[src/rtl/sleep_seq_pkg.sv]
package sleep_seq_pkg;

    typedef enum logic [2:0] {
        PH_RUN  = 3'd0,
        PH_HALT = 3'd1,
        PH_STOP = 3'd2,
        PH_SUSP = 3'd3,
        PH_LOCK = 3'd4
    } phase_e;

    localparam logic [1:0] ST_C0 = 2'd0;
    localparam logic [1:0] ST_C1 = 2'd1;
    localparam logic [1:0] ST_C2 = 2'd2;
    localparam logic [1:0] ST_C3 = 2'd3;

    typedef struct packed {
        phase_e phase;
        logic   stpclk_n;
        logic   cpustp_n;
        logic   susst_n;
        logic   hs_cap;
    } seq_s;

endpackage

[src/rtl/sleep_lock_timer.sv]
module sleep_lock_timer #(
    parameter int W = 16
) (
    input  logic         clk,
    input  logic         rst_n,
    input  logic         load_i,
    input  logic [W-1:0] val_i,
    output logic         zero_o
);
    logic [W-1:0] cnt_d, cnt_q;

    always_comb begin
        cnt_d = cnt_q;
        if (load_i)
            cnt_d = val_i;
        else if (cnt_q != '0)
            cnt_d = cnt_q - 1'b1;
    end

    always_ff @(posedge clk or negedge rst_n) begin
        if (!rst_n) cnt_q <= '0;
        else        cnt_q <= cnt_d;
    end

    assign zero_o = (cnt_q == '0);
endmodule

[src/rtl/sleep_seq_fsm.sv]
module sleep_seq_fsm
    import sleep_seq_pkg::*;
(
    input  logic       clk,
    input  logic       rst_n,
    input  logic       lvl2_rd_i,
    input  logic       lvl3_rd_i,
    input  logic       halt_i,
    input  logic       break_i,
    input  logic       host_stop_en_i,
    input  logic       tmr_zero_i,
    output logic       tmr_load_o,
    output logic       stpclk_n_o,
    output logic       cpustp_n_o,
    output logic       susst_n_o,
    output logic [1:0] state_o
);
    seq_s s_d, s_q;

    always_comb begin
        s_d        = s_q;
        tmr_load_o = 1'b0;
        unique case (s_q.phase)
            PH_RUN: begin
                if (lvl3_rd_i) begin
                    s_d.phase    = PH_SUSP;
                    s_d.stpclk_n = 1'b0;
                    s_d.susst_n  = 1'b0;
                    s_d.cpustp_n = ~host_stop_en_i;
                    s_d.hs_cap   = host_stop_en_i;
                end else if (lvl2_rd_i) begin
                    s_d.phase    = PH_STOP;
                    s_d.stpclk_n = 1'b0;
                end else if (halt_i) begin
                    s_d.phase = PH_HALT;
                end
            end
            PH_HALT: begin
                if (break_i) s_d.phase = PH_RUN;
            end
            PH_STOP: begin
                if (break_i) begin
                    s_d.phase    = PH_RUN;
                    s_d.stpclk_n = 1'b1;
                end
            end
            PH_SUSP: begin
                if (break_i) begin
                    if (s_q.hs_cap) begin
                        s_d.phase    = PH_LOCK;
                        s_d.cpustp_n = 1'b1;
                        tmr_load_o   = 1'b1;
                    end else begin
                        s_d.phase    = PH_RUN;
                        s_d.stpclk_n = 1'b1;
                        s_d.susst_n  = 1'b1;
                    end
                end
            end
            PH_LOCK: begin
                if (tmr_zero_i) begin
                    s_d.phase    = PH_RUN;
                    s_d.stpclk_n = 1'b1;
                    s_d.susst_n  = 1'b1;
                    s_d.hs_cap   = 1'b0;
                end
            end
            default: s_d.phase = PH_RUN;
        endcase
    end

    always_ff @(posedge clk or negedge rst_n) begin
        if (!rst_n) begin
            s_q.phase    <= PH_RUN;
            s_q.stpclk_n <= 1'b1;
            s_q.cpustp_n <= 1'b1;
            s_q.susst_n  <= 1'b1;
            s_q.hs_cap   <= 1'b0;
        end else begin
            s_q <= s_d;
        end
    end

    always_comb begin
        unique case (s_q.phase)
            PH_HALT:          state_o = ST_C1;
            PH_STOP:          state_o = ST_C2;
            PH_SUSP, PH_LOCK: state_o = ST_C3;
            default:          state_o = ST_C0;
        endcase
    end

    assign stpclk_n_o = s_q.stpclk_n;
    assign cpustp_n_o = s_q.cpustp_n;
    assign susst_n_o  = s_q.susst_n;
endmodule

[src/rtl/proc_sleep_seq.sv]
module proc_sleep_seq #(
    parameter int LOCK_W = 16
) (
    input  logic              clk,
    input  logic              rst_n,
    input  logic              lvl2_rd_i,
    input  logic              lvl3_rd_i,
    input  logic              halt_i,
    input  logic              break_i,
    input  logic              host_stop_en_i,
    input  logic [LOCK_W-1:0] lock_dly_i,
    output logic              stpclk_n_o,
    output logic              cpustp_n_o,
    output logic              susst_n_o,
    output logic [1:0]        state_o
);
    logic tmr_load, tmr_zero;

    sleep_seq_fsm fsm_i (
        .clk            (clk),
        .rst_n          (rst_n),
        .lvl2_rd_i      (lvl2_rd_i),
        .lvl3_rd_i      (lvl3_rd_i),
        .halt_i         (halt_i),
        .break_i        (break_i),
        .host_stop_en_i (host_stop_en_i),
        .tmr_zero_i     (tmr_zero),
        .tmr_load_o     (tmr_load),
        .stpclk_n_o     (stpclk_n_o),
        .cpustp_n_o     (cpustp_n_o),
        .susst_n_o      (susst_n_o),
        .state_o        (state_o)
    );

    sleep_lock_timer #(.W(LOCK_W)) tmr_i (
        .clk    (clk),
        .rst_n  (rst_n),
        .load_i (tmr_load),
        .val_i  (lock_dly_i),
        .zero_o (tmr_zero)
    );
endmodule

[config.mk]
export PLATFORM = sky130hd
export DESIGN_NAME = proc_sleep_seq
export DESIGN_NICKNAME = d
export VERILOG_FILES = /design/src/rtl/sleep_seq_pkg.sv /design/src/rtl/sleep_lock_timer.sv /design/src/rtl/sleep_seq_fsm.sv /design/src/rtl/proc_sleep_seq.sv
export SDC_FILE = /design/constraint.sdc
export NUM_CORES = 1
export LEC_CHECK = 0
export ABC_AREA = 1
export BUFFER_PORTS_ARGS = -buffer_cell sky130_fd_sc_hd__buf_2
export CAP_MARGIN = 20
export CORE_AREA = 4 4 85 47
export CTS_CLUSTER_DIAMETER = 30
export CTS_CLUSTER_SIZE = 10
export DETAILED_ROUTE_END_ITERATION = 10
export DIE_AREA = 0 0 89 51
export PLACE_DENSITY = 0.85
export SLEW_MARGIN = 40
export SYNTH_ARGS = -nofsm -noshare
export SYNTH_HDL_FRONTEND = slang
export SYNTH_SLANG_ARGS = --single-unit
[constraint.sdc]
create_clock -name clk -period 1.55 [get_ports clk]
set_input_delay 0.0775 -clock clk [delete_from_list [all_inputs] [get_ports clk]]
set_output_delay 0.0775 -clock clk [all_outputs]
set_load 0.005 [all_outputs]
# --- Word level (Yosys, flattened, before mapping) ---
# Index checks and enable logic that the tools add are counted.
# W data, S select, Z words.
totals:
  mem_bits_rw: 0
  latch_bits: 0
  out_inout_bits: 5
  elab_cells: 59
  ff_bits: 23
  n_memories: 0
  rom_bits: 0
op_classes:
  n_reduce_logical: 14
  n_div: 0
  multipliers: 0
  n_mux: 24
  n_eq_ne: 13
  n_addsub: 1
  n_bitwise: 1
  n_lt_le_gt_ge: 0
  shifts: 0
ops:
  columns: ["op", "n"]
  rows:
  - ["$mux W16", 2]
  - ["$logic_not A16 Y1", 1]
  - ["$reduce_bool A16 Y1", 1]
  - ["$sub A16 B1 Y16 const B", 1]
  - ["$mux W3", 5]
  - ["$pmux W3 S5", 1]
  - ["$mux W4", 3]
  - ["$ne A2 B2 Y1 const B", 5]
  - ["$reduce_and A5 Y1", 2]
  - ["$eq A3 B2 Y1 const B", 2]
  - ["$mux W1", 6]
  - ["$mux W6", 1]
  - ["$pmux W2 S3", 1]
  - ["$reduce_and A6 Y1", 1]
  - ["$reduce_bool A2 Y1", 3]
  - ["$ne A2 B1 Y1 const B", 2]
  - ["$ne A4 B4 Y1 const B", 1]
  - ["$pmux W1 S2", 2]
  - ["$pmux W1 S4", 1]
  - ["$reduce_and A4 Y1", 1]
  - ["$reduce_bool A4 Y1", 1]
  - ["$eq A3 B1 Y1 const B", 1]
  - ["$eq A3 B3 Y1 const B", 1]
  - ["$logic_not A3 Y1", 1]
  - ["7 further kinds", 7]

# --- Longest topological paths before layout ---
depth:
  ltp_word: 4
  mapped_depth: 10

# --- Cells and area by module ---
# Synthesis repeated with hierarchy kept, for this count alone.
hier_totals:
  cells_unflattened: 236
  area_unflattened_um2: 1652.8
by_module_without_submodules:
  columns: ["module", "seq_area_each_um2", "cells_per_inst", "n_inst", "area_each_um2"]
  rows:
  - ["sleep_lock_timer", 400.4, 167, 1, 1184.9]
  - ["sleep_seq_fsm", 178.9, 69, 1, 467.9]

# --- Worst setup path after synthesis ---
# No wires, ideal clock.
synth_path:
  kind: "reg-to-reg"
  start: "register tmr_i.cnt_q[0]"
  end: "register tmr_i.cnt_q[9]"
  path_buffers: 1
  stages_incl_launch_ff: 9
  slack_ns: 0.030
  t_required_ns: 1.430
  arrival_time_ns: 1.400
  path_cell_list: "dfrtp_1 > inv_1 > ha_1 > nand3_1 > nor2_2 > nand3_2 > buf_6 > o21ai_0 > nor2_1"
synth_via:
  elab_chain_len: 3
  elab_cells_between_ends: 5
  cone_classes: "1 x add/sub; 2 x mux; 2 x reduce/logical"
synth_rtl:
  columns: ["element", "line", "source"]
  rows:
  - ["from (decl)", "sleep_lock_timer.sv:10", "logic [W-1:0] cnt_d, cnt_q;"]
  - ["from (signal assigned)", "sleep_lock_timer.sv:22", "else cnt_q <= cnt_d;"]
  - ["$sub A16 B1 Y16", "sleep_lock_timer.sv:17", "cnt_d = cnt_q - 1'b1;"]
  - ["$mux W16", "sleep_lock_timer.sv:16", "else if (cnt_q != '0)"]
  - ["$mux W16", "sleep_lock_timer.sv:14", "if (load_i)"]
# Several ways; a longest one is shown, not always the timed one. The select of a mux whose other input is x is not followed.
# A chain may end at the register's enable or synchronous reset.

# --- Final worst setup path ---
layout_path:
  start: "register fsm_i.s_q[4] (netlist name)"
  end: "register fsm_i.s_q (netlist bit fsm_i.susst_n_o)"
layout_via:
  elab_chain_len: 3
  elab_cells_between_ends: 10
  cone_classes: "6 x eq/ne; 1 x mux; 3 x reduce/logical"
layout_rtl:
  columns: ["element", "line", "source"]
  rows:
  - ["from (decl)", "sleep_seq_fsm.sv:18", "seq_s s_d, s_q;"]
  - ["$eq A3 B3 Y1, or another cell as far along", "sleep_seq_fsm.sv:23", "unique case (s_q.phase)"]
  - ["$ne A2 B1 Y1 (no source line), or another cell as far along", null, null]
  - ["$reduce_and A5 Y1 (no source line)", null, null]
# Several ways; a longest one is shown, not always the timed one.

==> impl_metrics.ini <==
[global_routing]
grt_usage_pct = 19.4
overflow = 0
grt_pass1_vias = 1426
grt_pass1_wl_um = 6730
antenna_found_initial = 0
grt_max_degree = 24

[critical_path]
crit_chain = nor2_1 > buf_4 > nand2_1 > inv_1 > nand2_1 > nand2_1 > nor2_1 > nand2_1 > nand2_1 > nand2_1
arrival_ns = 1.70
path_max_fanout = 6
slowest_delay_ns = 0.46
critical_path.top_delay_family = simple AND/OR/NAND/NOR gates
path_class = reg2reg
cp_num_buf_inv = 2
required_ns = 1.77
critPathMostFrequentCell = nand2_1
cp_slowest_cell = dfrtp_1
cp-end-kind = flop
start_kind = flop

[power_and_ir_drop]
power_leakage_nw = 1.05
ir_drop_mv = 0.955
power.share.sequential_pct = 38.7
switching_share_pct = 44.9
p_int_mw = 1.74
clock_power_share_pct = 12.5
p_per_area_mw_per_mm2 = 1620
finalPower_mw = 3.16
p_comb_share_pct = 48.8
power.switching_mw = 1.42

[place]
dpl.cell_count = 316
hpwl_um = 3060
port_buffers = 27
place_congestion = 0.887
post-place-ws_ns = 0.0115

[cts]
h-tree-depth = 1
cts_tree = done
numClockSinks = 23
clockRootBuffer = clkbuf_8
cts_made_buffers = 3
cts.clk_slew.worst_paths_ns = 0.09
cts_max_path_buffers = 2
clk_latency_ns = 0.27

[layout]
synthToLayoutAreaGrowth_pct = 23.6
multiInputGateArea_um2 = 910
layout-drive-gt1-share_pct = 23.7
finalNetCount = 308
regArea_um2 = 579
diodes = 0
fill_cells = 307
instances_no_fill = 325

[detailed_routing]
ant_nets = 0
drc_errors = 0
drt-pass1-iter-count = 4
routed_via_density = 5.13
num_vias = 1666
wl_per_cell_um = 12.7
finalWirelength_um = 4110
drt-initial-drc-count = 147

[yosys]
synth.distinct_cells = 30
syn_nets = 265
synth.top_cell.area_share_pct = 31.7
ys_seq_area_share_pct = 36.7
synth_top_family_by_area = simple AND/OR/NAND/NOR gates
ys.warnings.count = 0
synth_seq_cells = 23
syn_avg_cell_area_um2 = 6.54
synth_compound_area_share_pct = 8.89
synthAdderAreaFrac_pct = 0.794
synthSimpleGateAreaFrac_pct = 43.6
synth_xor_area_share_pct = 1.11
yosys.area.top_type = dfrtp_1
synth.area.top_cells = dfrtp_1, nand2_1, nor2_1
muxShareOfSynthArea_pct = 0
synth_area_mm2 = 0.00158
synthCells = 241

[floorplanning]
die_height_um = 51
ios = 28
coreArea_mm2 = 0.00328
placementRows = 15
die_x_um = 89
start_util_pct = 48.0
die_area_mm2 = 0.00454

[flow_run]
cap_violations = 0

[timing]
slew_headroom_pct = 65.2
drv_slew = 0
fin_ws_ns = 0.0631
fin_skew_ns = 0.00315
period_share_pct = 95.9
period_needed_ns = 1.49
setup_viol = 0
worst_slew_pin_slew_ns = 0.523
hold_viol_final = 0
max_freq_ghz = 0.673

[run_status]
outcome = complete, no violations

[hold_path]
holdCritPathClass = in2reg
[layer usage]
metal / global-route usage [%] / wire length [µm] / part of all wire (%)
met5: 0 / 0 / 0
met4: 3.71 / 23 / 0.56
met3: 4.99 / 342 / 8.3
met2: 24.9 / 1620 / 39
met1: 31.7 / 2130 / 52
[worst min-delay path: cells and delay by family]
kind	cells	cell delay (ns)
AND/OR/NAND/NOR	2	0.11
buffers and inverters	1	0.07
[layout by cell type, fill, tap and decap left out, types with 3 or more instances in the layout]
cell type,instances
clkbuf_8,3
buf_2,27
dfstp_2,3
o21ai_0,13
buf_4,13
nand2_1,81
a21oi_1,6
nor2_2,6
nand3_1,16
dfrtp_1,20
nand4_1,3
nor2_1,37
nand3b_1,3
inv_1,25
[path summary, 6_finish.rpt]
| path | startpoint | endpoint | slack, ns | depth (start not counted) |
|---|---|---|---|---|
| min in group asynchronous | rst_n | tmr_i.cnt_q[2] | 0.30 | 2 |
| min reg2reg | fsm_i.stpclk_n_o | fsm_i.stpclk_n_o | 0.46 | 2 |
| max | fsm_i.s_q[4] | fsm_i.susst_n_o | 0.06 | 10 |
| max in group asynchronous | rst_n | fsm_i.susst_n_o | 0.88 | 2 |
| min | lock_dly_i[7] | tmr_i.cnt_q[7] | 0.03 | 3 |
| max reg2reg | fsm_i.s_q[4] | fsm_i.susst_n_o | 0.06 | 10 |
[state kept, by name (all words and copies together), names as in the netlist]
register / flops
fsm_i.cpustp_n_o: 1
fsm_i.stpclk_n_o: 1
fsm_i.susst_n_o: 1
tmr_i.cnt_q: 16
fsm_i.s_q: 4
[Yosys cell counts (all sizes together)]
cell type  count
xnor2          1
nand3b         3
dfrtp         20
nand2         83
xor2           1
a21boi         1
nand4          3
o211ai         2
o21ai         14
o22ai          1
o21bai         1
nor2          46
a21oi          6
dfstp          3
ha             1
or2            3
buf            4
nand3         19
and2           1
inv           28
[power by group through the flow]
stage	Combinational, mW	Sequential (mW)	Clock (mW)
global placement	1.38	1.18	0
detailed placement	1.43	1.18	0
CTS	1.44	1.18	0.398
global route	1.78	1.25	0.420
finish	1.54	1.22	0.394
floorplan	1.00	1.12	0
[metrics by stage]
stage                     utilization [%]  cell area, µm²  hold slack [ns]  TNS [ns]
after floorplan                         -            1580           -0.218         0
after global placement               55.0            1810           0.0922         0
after detailed placement             55.0            1810           0.0907         0
after CTS                            56.9            1870           0.0315         0
after global routing                 59.3            1950           0.0584   -0.0596
final                                59.3            1950           0.0280         0
[what timing repair did]
action,CTS,global route
hold buffers,1,0
pin swaps,0,6
setup endpoints to repair,1,12
resized for setup,1,14
endpoints found under the hold margin,20,0
buffers inserted,0,4
[cells by family (layout without fill, tap and decap cells)]
group / Yosys count / count (layout)
XOR/XNOR: 2 / 2
adder cells (fa/ha/maj): 1 / 1
AND/OR/NAND/NOR: 158 / 158
flip-flops: 23 / 23
buffers and inverters: 32 / 74
AO/OA/AOI/OAI: 25 / 25
[area by class of cell]
cell class              count  share of cell area (%)
repair buffers             42                    13.0
flip-flops and latches     23                    29.7
inverters                  28                    5.52
well taps                  42                    2.70
clock buffers               4                    2.31
multi-input cells         186                    46.7
Power figures use the tool's default switching activity.
